===== config.mk =====
export PLATFORM = sky130hd
export DESIGN_NAME = aes_sbox_tower
export DESIGN_NICKNAME = d
export VERILOG_FILES = /design/src/rtl/aes_tower_pkg.sv /design/src/rtl/gf_basis_map.sv /design/src/rtl/gf16_nb_inv.sv /design/src/rtl/gf256_nb_inv.sv /design/src/rtl/aes_sbox_tower.sv
export SDC_FILE = /design/constraint.sdc
export NUM_CORES = 1
export LEC_CHECK = 0
export CORE_MARGIN = 5
export CORE_UTILIZATION = 50
export DETAILED_ROUTE_END_ITERATION = 8
export DONT_BUFFER_PORTS = 1
export PLACE_DENSITY = 0.78
export REMOVE_ABC_BUFFERS = 1
export SLEW_MARGIN = 20
export SYNTH_ARGS = -nofsm -noshare
export SYNTH_HDL_FRONTEND = slang
export SYNTH_SLANG_ARGS = --single-unit

===== constraint.sdc =====
create_clock -name vclk -period 10.8
set_clock_uncertainty 0.2 [all_clocks]
set_input_delay 2.7 -clock vclk [all_inputs]
set_output_delay 2.7 -clock vclk [all_outputs]
set_load 0.005 [all_outputs]

===== src/rtl/aes_tower_pkg.sv =====
// Package: arithmetic over the normal-basis tower GF(((2^2)^2)^2) and the
// constants derived from it at elaboration.
// Encoding assumed everywhere:
//   GF(4):   {g1,g0} = g1*W + g0*W^2, with W^2 + W + 1 = 0 (so one = 2'b11)
//   GF(16):  {hi,lo} = hi*Ybar + lo*Y, with Y + Ybar = 1 and Y*Ybar = NU4
//   GF(256): {hi,lo} = hi*Zbar + lo*Z, with Z + Zbar = 1 and Z*Zbar = MU16
package aes_tower_pkg;

    localparam int BYTE_W = 8;
    localparam int NIB_W  = 4;
    localparam int DIB_W  = 2;

    typedef logic [DIB_W-1:0]  gf4_t;
    typedef logic [NIB_W-1:0]  gf16_t;
    typedef logic [BYTE_W-1:0] gf256_t;
    typedef logic [BYTE_W-1:0][BYTE_W-1:0] bmat_t;

    // Norm constant of the GF(16) extension: W, whose GF(4)/GF(2) trace is one
    localparam gf4_t   NU4       = 2'b10;
    localparam gf16_t  GF16_ONE  = 4'hF;
    localparam gf256_t GF256_ONE = 8'hFF;
    localparam gf256_t AFF_CONST = 8'h63;

    // Product in GF(4), normal basis
    function automatic gf4_t gf4_mul(input gf4_t a, input gf4_t b);
        logic t;
        t = (a[1] ^ a[0]) & (b[1] ^ b[0]);
        return {(a[1] & b[1]) ^ t, (a[0] & b[0]) ^ t};
    endfunction

    // Product in GF(16), normal basis over GF(4)
    function automatic gf16_t gf16_mul(input gf16_t a, input gf16_t b);
        gf4_t ph, pl, e;
        ph = gf4_mul(a[3:2], b[3:2]);
        pl = gf4_mul(a[1:0], b[1:0]);
        e  = gf4_mul(gf4_mul(a[3:2] ^ a[1:0], b[3:2] ^ b[1:0]), NU4);
        return {ph ^ e, pl ^ e};
    endfunction

    // Absolute trace GF(16) -> GF(2), result is 0 or GF16_ONE
    function automatic gf16_t gf16_trace(input gf16_t x);
        gf16_t x2, x4, x8;
        x2 = gf16_mul(x, x);
        x4 = gf16_mul(x2, x2);
        x8 = gf16_mul(x4, x4);
        return x ^ x2 ^ x4 ^ x8;
    endfunction

    // First GF(16) element of trace one: makes z^2 + z + mu irreducible
    function automatic gf16_t pick_mu();
        gf16_t m;
        logic  found;
        m = '0;
        found = 1'b0;
        for (int c = 1; c < 16; c++) begin
            if (!found && gf16_trace(gf16_t'(c)) == GF16_ONE) begin
                m = gf16_t'(c);
                found = 1'b1;
            end
        end
        return m;
    endfunction

    localparam gf16_t MU16 = pick_mu();

    // Product in GF(256), normal basis over GF(16)
    function automatic gf256_t gf256_mul(input gf256_t a, input gf256_t b);
        gf16_t ph, pl, e;
        ph = gf16_mul(a[7:4], b[7:4]);
        pl = gf16_mul(a[3:0], b[3:0]);
        e  = gf16_mul(gf16_mul(a[7:4] ^ a[3:0], b[7:4] ^ b[3:0]), MU16);
        return {ph ^ e, pl ^ e};
    endfunction

    // Tower element that is a root of x^8 + x^4 + x^3 + x + 1
    function automatic gf256_t find_root();
        gf256_t r, p1, p2, p3, p4, p8;
        logic   found;
        r = '0;
        found = 1'b0;
        for (int c = 1; c < 256; c++) begin
            p1 = gf256_t'(c);
            p2 = gf256_mul(p1, p1);
            p3 = gf256_mul(p2, p1);
            p4 = gf256_mul(p2, p2);
            p8 = gf256_mul(p4, p4);
            if (!found && (p8 ^ p4 ^ p3 ^ p1 ^ GF256_ONE) == '0) begin
                r = p1;
                found = 1'b1;
            end
        end
        return r;
    endfunction

    localparam gf256_t ROOT = find_root();

    // Columns of standard->tower matrix: column k is ROOT^k
    function automatic bmat_t fwd_cols();
        bmat_t  m;
        gf256_t p;
        p = GF256_ONE;
        for (int k = 0; k < BYTE_W; k++) begin
            m[k] = p;
            p = gf256_mul(p, ROOT);
        end
        return m;
    endfunction

    localparam bmat_t FWD_COLS = fwd_cols();

    // Apply a column matrix to a byte
    function automatic gf256_t apply_cols(input bmat_t m, input gf256_t v);
        gf256_t acc;
        acc = '0;
        for (int k = 0; k < BYTE_W; k++)
            if (v[k]) acc ^= m[k];
        return acc;
    endfunction

    // Linear part of the AES affine step
    function automatic gf256_t aff_lin(input gf256_t b);
        return b ^ {b[6:0], b[7]} ^ {b[5:0], b[7:6]} ^ {b[4:0], b[7:5]} ^ {b[3:0], b[7:4]};
    endfunction

    // Columns of tower->standard matrix with the affine step folded in
    function automatic bmat_t out_cols();
        bmat_t m;
        m = '0;
        for (int j = 0; j < BYTE_W; j++)
            for (int a = 0; a < 256; a++)
                if (apply_cols(FWD_COLS, gf256_t'(a)) == (gf256_t'(1) << j))
                    m[j] = aff_lin(gf256_t'(a));
        return m;
    endfunction

    localparam bmat_t OUT_COLS = out_cols();

endpackage


===== src/rtl/gf_basis_map.sv =====
// Module: constant bit-matrix change of basis plus constant XOR.
// Assumes COLS[k] is the image of input bit k; synthesis shares the common
// XOR terms of the rows since the matrix is a constant.
module gf_basis_map #(
    parameter int W = 8,
    parameter logic [W-1:0][W-1:0] COLS = '0,
    parameter logic [W-1:0] OFFSET = '0
) (
    input  logic [W-1:0] vin,
    output logic [W-1:0] vout
);
    genvar j, k;
    generate
        for (j = 0; j < W; j++) begin : g_row
            logic [W-1:0] row;
            for (k = 0; k < W; k++) begin : g_col
                assign row[k] = COLS[k][j];
            end
            // One output bit: parity of the selected input bits
            assign vout[j] = OFFSET[j] ^ (^(vin & row));
        end
    endgenerate
endmodule


===== src/rtl/gf16_nb_inv.sv =====
// Module: inverse in GF(16) over a GF(4) normal basis.
// Assumes encoding of aes_tower_pkg; zero maps to zero.
module gf16_nb_inv
    import aes_tower_pkg::*;
(
    input  gf16_t x,
    output gf16_t y
);
    gf4_t hi, lo, sum_sq, nrm, nrm_inv;

    // Norm in GF(4), its inverse (a swap), then scale the conjugate
    always_comb begin
        hi      = x[3:2];
        lo      = x[1:0];
        sum_sq  = {lo[1] ^ hi[1], lo[0] ^ hi[0]};
        sum_sq  = {sum_sq[0], sum_sq[1]};
        nrm     = gf4_mul(hi, lo) ^ gf4_mul(sum_sq, NU4);
        nrm_inv = {nrm[0], nrm[1]};
        y       = {gf4_mul(lo, nrm_inv), gf4_mul(hi, nrm_inv)};
    end
endmodule


===== src/rtl/gf256_nb_inv.sv =====
// Module: inverse in GF(256) over a GF(16) normal basis.
// Assumes encoding of aes_tower_pkg; zero maps to zero.
module gf256_nb_inv
    import aes_tower_pkg::*;
(
    input  gf256_t x,
    output gf256_t y
);
    gf16_t hi, lo, sum, nrm, nrm_inv;

    // Norm of x down to GF(16)
    always_comb begin
        hi  = x[7:4];
        lo  = x[3:0];
        sum = hi ^ lo;
        nrm = gf16_mul(hi, lo) ^ gf16_mul(gf16_mul(sum, sum), MU16);
    end

    gf16_nb_inv u_sub_inv (
        .x(nrm),
        .y(nrm_inv)
    );

    // Scale the conjugate by the inverted norm
    always_comb y = {gf16_mul(lo, nrm_inv), gf16_mul(hi, nrm_inv)};
endmodule


===== src/rtl/aes_sbox_tower.sv =====
// Module: forward AES substitution, combinational, tower-field inversion.
// Assumes standard byte encoding on both ports; no clock, no state.
module aes_sbox_tower
    import aes_tower_pkg::*;
(
    input  logic [7:0] sub_in,
    output logic [7:0] sub_out
);
    gf256_t tw_fwd, tw_inv;

    gf_basis_map #(.W(BYTE_W), .COLS(FWD_COLS), .OFFSET('0)) u_to_tower (
        .vin (sub_in),
        .vout(tw_fwd)
    );

    gf256_nb_inv u_inv (
        .x(tw_fwd),
        .y(tw_inv)
    );

    gf_basis_map #(.W(BYTE_W), .COLS(OUT_COLS), .OFFSET(AFF_CONST)) u_from_tower (
        .vin (tw_inv),
        .vout(sub_out)
    );
endmodule


==> flow_summary.ini, run 1 <==
[placement]
placed_cell_area_mm2 = 0.002265
hpwl_um = 4429
place_inst = 309
gp_congestion = 0.9772
dpl_worst_slack_ns = -0.09318
port_buffers = 0

[finish]
drive_above_1_share_pct = 22.90
nFillCells = 397
area_growth_pct = 7.538
seq_area_um2 = 0
antennaDiodeCount = 0
clock_buffers = 0
seq_cell_count = 0
fin_cells = 314
nets = 276
layout.cell_area.non_filler_mm2 = 0.002410

[global_route]
grtUsageMet3_pct = 1.522
busiest_layer = met2
grt_use_met2_pct = 30.14
grt_pass1_wl_um = 8914
first_global_vias = 1856
overflow = 0
grt_max_degree = 17
grt_usage_pct = 17.47
antenna_found_initial = 0
grt.met1_usage_pct = 24.20

[hold_path]
min-delay-start = sub_in[2]
hold_path_class = input port to primary output

[logic_synthesis]
netlist_instances = 263
synth_area_leader_cell = xnor2_1
yosysMostFrequentCell = xnor2_1
avgSynthCellArea_um2 = 8.521
yosys_warnings = 0
ys_top_cells_by_area = xnor2_1, xnor3_1, xor2_1
yosysSeqAreaShare_pct = 0
synth_top_area_share_pct = 15.24
yosys-top-cells-count = xnor2_1, nand2_1, nor2_1
ys_types = 73
synth_area_mm2 = 0.002241

[floorplan]
die_area_mm2 = 0.005921
core_region_area_mm2 = 0.004354
row_count = 24
die_w_um = 76.95
ios = 16
dieHeight_um = 76.95
start_util_pct = 51.47

[sta]
hold_viol_final = 0
finalCritPeriodShare_pct = 97.58
whs_ns = 5.789
finalSetupViolCount = 0
max_slew.worst_pin.slew_ns = 0.7498
max_slew_margin_pct = 49.85
fin_crit_ns = 10.54
slew_viol_final = 0
fmax_mhz = 94.89
setup_ws_ns = 0.2614

[clock_tree]
hold_buffers = 0

[job]
maxCapViolCount = 0

[detailed_routing]
wl_um = 5538
drc = 0
wl_per_cell_um = 17.64
viasPerCell = 6.484
route.vias.total = 2036
ant_nets = 0
drtPass1Iterations = 5
drt_iter0_markers = 242

[setup_path]
arrival_ns = 7.64
timing.critical_path.to = sub_out[1]
crit_required_ns = 7.90
critPathLaunch = sub_in[3]
path_max_fanout = 10
startpoint_type = input port
end_kind = primary output
worst-setup-path-type = input port to primary output

[run_status]
outcome = finished, final reports clean
==> layer usage <==
layer | up-vias | part of all wire, %
li1 | 991 | -
met1 | 956 | 43
met2 | 79 | 48
met3 | 10 | 6.7
met4 | 0 | 2.0
met5 | - | 0
==> cells in the final DEF (no fill, tap or decap), types with 3 or more instances in the layout <==
| master | instances |
|---|---|
| a31oi_1 | 3 |
| nor2_1 | 12 |
| buf_4 | 17 |
| xnor2_2 | 4 |
| xor2_1 | 10 |
| nand2_1 | 19 |
| a21oi_1 | 4 |
| xnor3_1 | 9 |
| inv_1 | 5 |
| o211ai_1 | 8 |
| a211o_1 | 3 |
| o21ai_0 | 10 |
| nand3_1 | 11 |
| a211oi_1 | 4 |
| ha_1 | 3 |
| nor3_1 | 9 |
| or3_1 | 5 |
| a311oi_1 | 4 |
| and3_1 | 6 |
| mux2i_1 | 3 |
| xor2_2 | 5 |
| xnor2_1 | 37 |
| a21o_1 | 3 |
==> cell families (layout without fill, tap and decap cells) <==
logic type	after synthesis	after routing	share of synthesized area, %
buffers and inverters	25	24	7.593
adders and majority gates	4	4	2.233
AOI/OAI and AO/OA	77	77	29.26
muxes	3	3	1.340
xor gates and xnor gates	70	70	38.97
and+or+nand+nor	84	84	20.60
==> worst min-delay path by stage <==
| stage | endpoint | cells after the start |
|---|---|---|
| floorplan | sub_out[1] | 5 |
| global placement | sub_out[1] | 5 |
| detailed placement | sub_out[1] | 5 |
| CTS | sub_out[1] | 5 |
| global route | sub_out[4] | 5 |
| finish | sub_out[1] | 5 |
==> critical path, cell delays in order <==
cell,delay (ns)
xor2_2,0.16
xnor2_1,0.23
xnor2_1,0.12
xnor2_1,0.23
ha_1,0.33
xnor2_1,0.17
or3_1,0.35
a211o_1,0.35
and2_4,0.22
clkinv_8,0.09
ha_4,0.21
xnor2_2,0.19
xnor2_1,0.11
or3_1,0.34
a21o_1,0.19
nand3_1,0.14
a31oi_4,0.15
nor3b_2,0.20
o21bai_1,0.19
a32oi_2,0.29
buf_4,0.18
xnor3_1,0.26
xnor2_1,0.23
==> stage by stage <==
stage	setup TNS, ns	utilization [%]
2_1_floorplan	-4.560	-
3_3_place_gp	0	52.01
3_5_place_dp	-0.3392	52.01
4_1_cts	0	52.33
5_1_grt	-0.003580	55.34
6_report	0	55.34
==> final cells by class <==
cell class | count | area (um^2) | share of cell area, %
Multi-Input combinational cell | 238 | 2178 | 90.39
Timing Repair Buffer | 17 | 127.6 | 5.296
Tap cell | 52 | 65.06 | 2.700
Inverter | 7 | 38.79 | 1.610
==> repair_timing <==
action                                  in CTS  in global routing
pin swaps                                    0                  7
endpoints found under the setup margin       5                  8
resized for setup                            2                 14
buffers inserted                             0                  5
Power of run 1 is left out: the tool's default activity adds up to more than one toggle a clock period on the data nets, which glitch-free logic cannot reach.
==> run 2, diff against run 1 <==
--- a/config.mk
+++ b/config.mk
@@ -5,6 +5,7 @@
 export SDC_FILE = /design/constraint.sdc
 export NUM_CORES = 1
 export LEC_CHECK = 0
+export ABC_AREA = 1
 export CORE_MARGIN = 5
 export CORE_UTILIZATION = 50
 export DETAILED_ROUTE_END_ITERATION = 8
==> flow_summary.ini, run 2 <==
[logic_synthesis]
avgSynthCellArea_um2 = 5.464
synth_area_leader_cell = nand2_1
yosys-top-cells-count = nand2_1, nand3_1, nand2_2
yosysMostFrequentCell = nand2_1
yosys_warnings = 0
synth_top_area_share_pct = 29.66
synth_area_mm2 = 0.002442
yosysSeqAreaShare_pct = 0
ys_types = 26
ys_top_cells_by_area = nand2_1, nand2_2, nand3_1
netlist_instances = 447

[finish]
fin_cells = 512
seq_cell_count = 0
clock_buffers = 0
antennaDiodeCount = 0
nFillCells = 497
multi_input_area_mm2 = 0.002253
seq_area_um2 = 0
nets = 459
drive_above_1_share_pct = 27.42
final_cell_mix = nand2_1, nand3_1, nand2_2
layout.cell_area.non_filler_mm2 = 0.002516
layout_commonest_cell = nand2_1
area_growth_pct = 3.022

[global_route]
antenna_found_initial = 0
first_global_vias = 2416
grt_max_degree = 9
busiest_layer = met2
grt_pass1_wl_um = 9922
overflow = 0
grt_usage_pct = 18.08
grt.met1_usage_pct = 23.00
grt_use_met2_pct = 35.18
grtUsageMet3_pct = 0

[sta]
rsz0062_at_grt = false
fmax_mhz = 101.2
finalCritPeriodShare_pct = 91.45
max_slew_margin_pct = 71.23
max_slew.worst_pin.slew_ns = 0.4311
whs_ns = 5.877
hold_viol_final = 0
finalSetupViolCount = 0
fin_crit_ns = 9.877
fin_setup_tns_ns = 0
slew_viol_final = 0

[setup_path]
end_kind = primary output
crit_top_cell = nand2_1
max_stage_delay_ns = 0.33
arrival_ns = 6.98
worst-path-buf-inv = 4
crit_family = simple AND/OR/NAND/NOR gates
startpoint_type = input port
crit_required_ns = 7.90
path_max_fanout = 8
slowest_stage = ha_1
worst-setup-path-type = input port to primary output

[floorplan]
ios = 16
row_count = 25
die_area_mm2 = 0.006382
core_region_area_mm2 = 0.004723
dieHeight_um = 79.89
start_util_pct = 51.71
die_w_um = 79.89

[detailed_routing]
route.vias.total = 2602
wl_um = 5488
drt_iter0_markers = 106
drtPass1Iterations = 4
drc = 0
wl_per_cell_um = 10.72
viasPerCell = 5.082
ant_nets = 0

[hold_path]
hold_path_depth = 8
whs_endpoint = sub_out[4]
hold_path_class = input port to primary output
min-delay-start = sub_in[3]

[clock_tree]
post_cts_resized = 0
hold_buffers = 0
cts_setup_buffers = 0

[placement]
place_inst = 512
placed_cell_area_mm2 = 0.002516
gp_congestion = 0.9041
port_buffers = 0
hpwl_um = 4845

[run_status]
outcome = finished, final reports clean

[job]
maxCapViolCount = 0
-- run 2: worst max path at each step --
stage / depth (start not counted) / end / start
after floorplan: 39 / sub_out[4] / sub_in[0]
after global placement: 37 / sub_out[4] / sub_in[0]
after detailed placement: 35 / sub_out[0] / sub_in[0]
after CTS: 35 / sub_out[0] / sub_in[0]
after global routing: 39 / sub_out[4] / sub_in[0]
final: 35 / sub_out[0] / sub_in[0]
-- run 2: cells by family after synthesis --
group,after synthesis,share of synthesized area (%)
simple gates,352,72.23
buf+inv,48,7.736
xor+xnor,34,14.65
compound gates,9,3.330
fa+ha+maj,4,2.049
-- run 2: per-layer routing --
metal / up-vias / routed length (um)
met1: 1160 / 2421
met3: 2 / 266
met5: - / 0
li1: 1389 / -
met2: 51 / 2776
met4: 0 / 23
-- run 2: through the flow --
stage	worst slack, ns	util (%)
detailed placement	0.9941	53.27
finish	0.9234	53.27
floorplan	1.512	-
global placement	1.076	53.27
global route	0.3696	53.27
CTS	0.9781	53.27
-- run 2: area by class of cell --
class / count / area share, %
Inverter: 46 / 7.111
Tap cell: 67 / 3.332
Multi-Input combinational cell: 399 / 89.56
Power of run 2 is left out for the same reason.
==> run 3, diff against run 2 <==
--- a/config.mk
+++ b/config.mk
@@ -6,12 +6,11 @@
 export NUM_CORES = 1
 export LEC_CHECK = 0
 export ABC_AREA = 1
+export BUFFER_PORTS_ARGS = -buffer_cell sky130_fd_sc_hd__buf_2
 export CORE_MARGIN = 5
 export CORE_UTILIZATION = 50
 export DETAILED_ROUTE_END_ITERATION = 8
-export DONT_BUFFER_PORTS = 1
-export PLACE_DENSITY = 0.78
-export REMOVE_ABC_BUFFERS = 1
+export PLACE_DENSITY = 0.76
 export SLEW_MARGIN = 20
 export SYNTH_ARGS = -nofsm -noshare
 export SYNTH_HDL_FRONTEND = slang
==> flow_summary.ini, run 3 (synthesis results as in run 2) <==
[detailed_routing]
viasPerCell = 5.021
wl_per_cell_um = 10.41
ant_nets = 0
drtPass1Iterations = 5
drt_iter0_markers = 130
route.vias.total = 2651
wl_um = 5496
drc = 0

[finish]
antennaDiodeCount = 0
drive_above_1_share_pct = 29.93
clock_buffers = 0
nets = 475
layout_commonest_cell = nand2_1
final_cell_mix = nand2_1, nand3_1, nand2_2
seq_cell_count = 0
area_growth_pct = 6.301
seq_area_um2 = 0

[placement]
port_buffers = 16
hpwl_um = 4907
gp_congestion = 0.9344
dpl_worst_slack_ns = 0.7319

[setup_path]
crit_top_cell = nand2_1
startpoint_type = input port
path_max_fanout = 8
slowest_stage = ha_1
worst-path-buf-inv = 6
max_stage_delay_ns = 0.34
arrival_ns = 7.17
crit_family = simple AND/OR/NAND/NOR gates
end_kind = primary output
critPathLaunch = sub_in[0]
worst-setup-path-type = input port to primary output
crit_required_ns = 7.90

[hold_path]
min-delay-start = sub_in[3]
hold_path_class = input port to primary output

[sta]
max_slew.worst_pin.slew_ns = 0.3966
hold_viol_final = 0
whs_ns = 6.164
finalCritPeriodShare_pct = 93.28
setup_ws_ns = 0.7257
rsz0062_at_grt = false
fin_crit_ns = 10.07
finalSetupViolCount = 0
slew_viol_final = 0
fin_setup_tns_ns = 0
max_slew_margin_pct = 73.54
fmax_mhz = 99.26

[global_route]
overflow = 0
grt_max_degree = 9
grt_usage_pct = 17.83
first_global_vias = 2364
grt_pass1_wl_um = 9742
antenna_found_initial = 0

[floorplan]
row_count = 25
dieHeight_um = 79.89
die_w_um = 79.89
start_util_pct = 51.71
ios = 16
core_region_area_mm2 = 0.004723
die_area_mm2 = 0.006382

[run_status]
outcome = finished, final reports clean

[logic_synthesis]
syn_nets = 459

[clock_tree]
cts_setup_buffers = 0
post_cts_resized = 0
hold_buffers = 0

[job]
maxCapViolCount = 0
[run 3: cell types whose count changed in the layout (fill, tap and decap cells not counted)]
cell | previous run | this run
buf_2 | 0 | 16
[run 3: final timing paths]
kind	to	slack, ns	cells past startpoint
min	sub_out[4]	6.16	10
max	sub_out[0]	0.73	37
[run 3: layer usage]
layer | routed length, um | GRT usage, % | vias up
met1 | 2526 | 23.22 | 1175
li1 | - | - | 1422
met3 | 190 | 0.2257 | 6
met2 | 2725 | 33.53 | 48
met5 | 0 | 0 | -
met4 | 54 | 1.858 | 0
[run 3: through the flow]
stage / std cells / util, % / area (um^2)
CTS: 528 / 54.97 / 2596
detailed placement: 528 / 54.97 / 2596
global placement: 528 / 54.97 / 2596
global route: 528 / 54.97 / 2596
finish: 528 / 54.97 / 2596
floorplan: 447 / - / 2442
[run 3: layout make-up]
class | instances | area [um^2]
fillers | 489 | 2127
inverters | 46 | 178.9
multi-input cells | 399 | 2253
well taps | 67 | 83.83
repair buffers | 16 | 80.08
Power of run 3 is left out for the same reason.
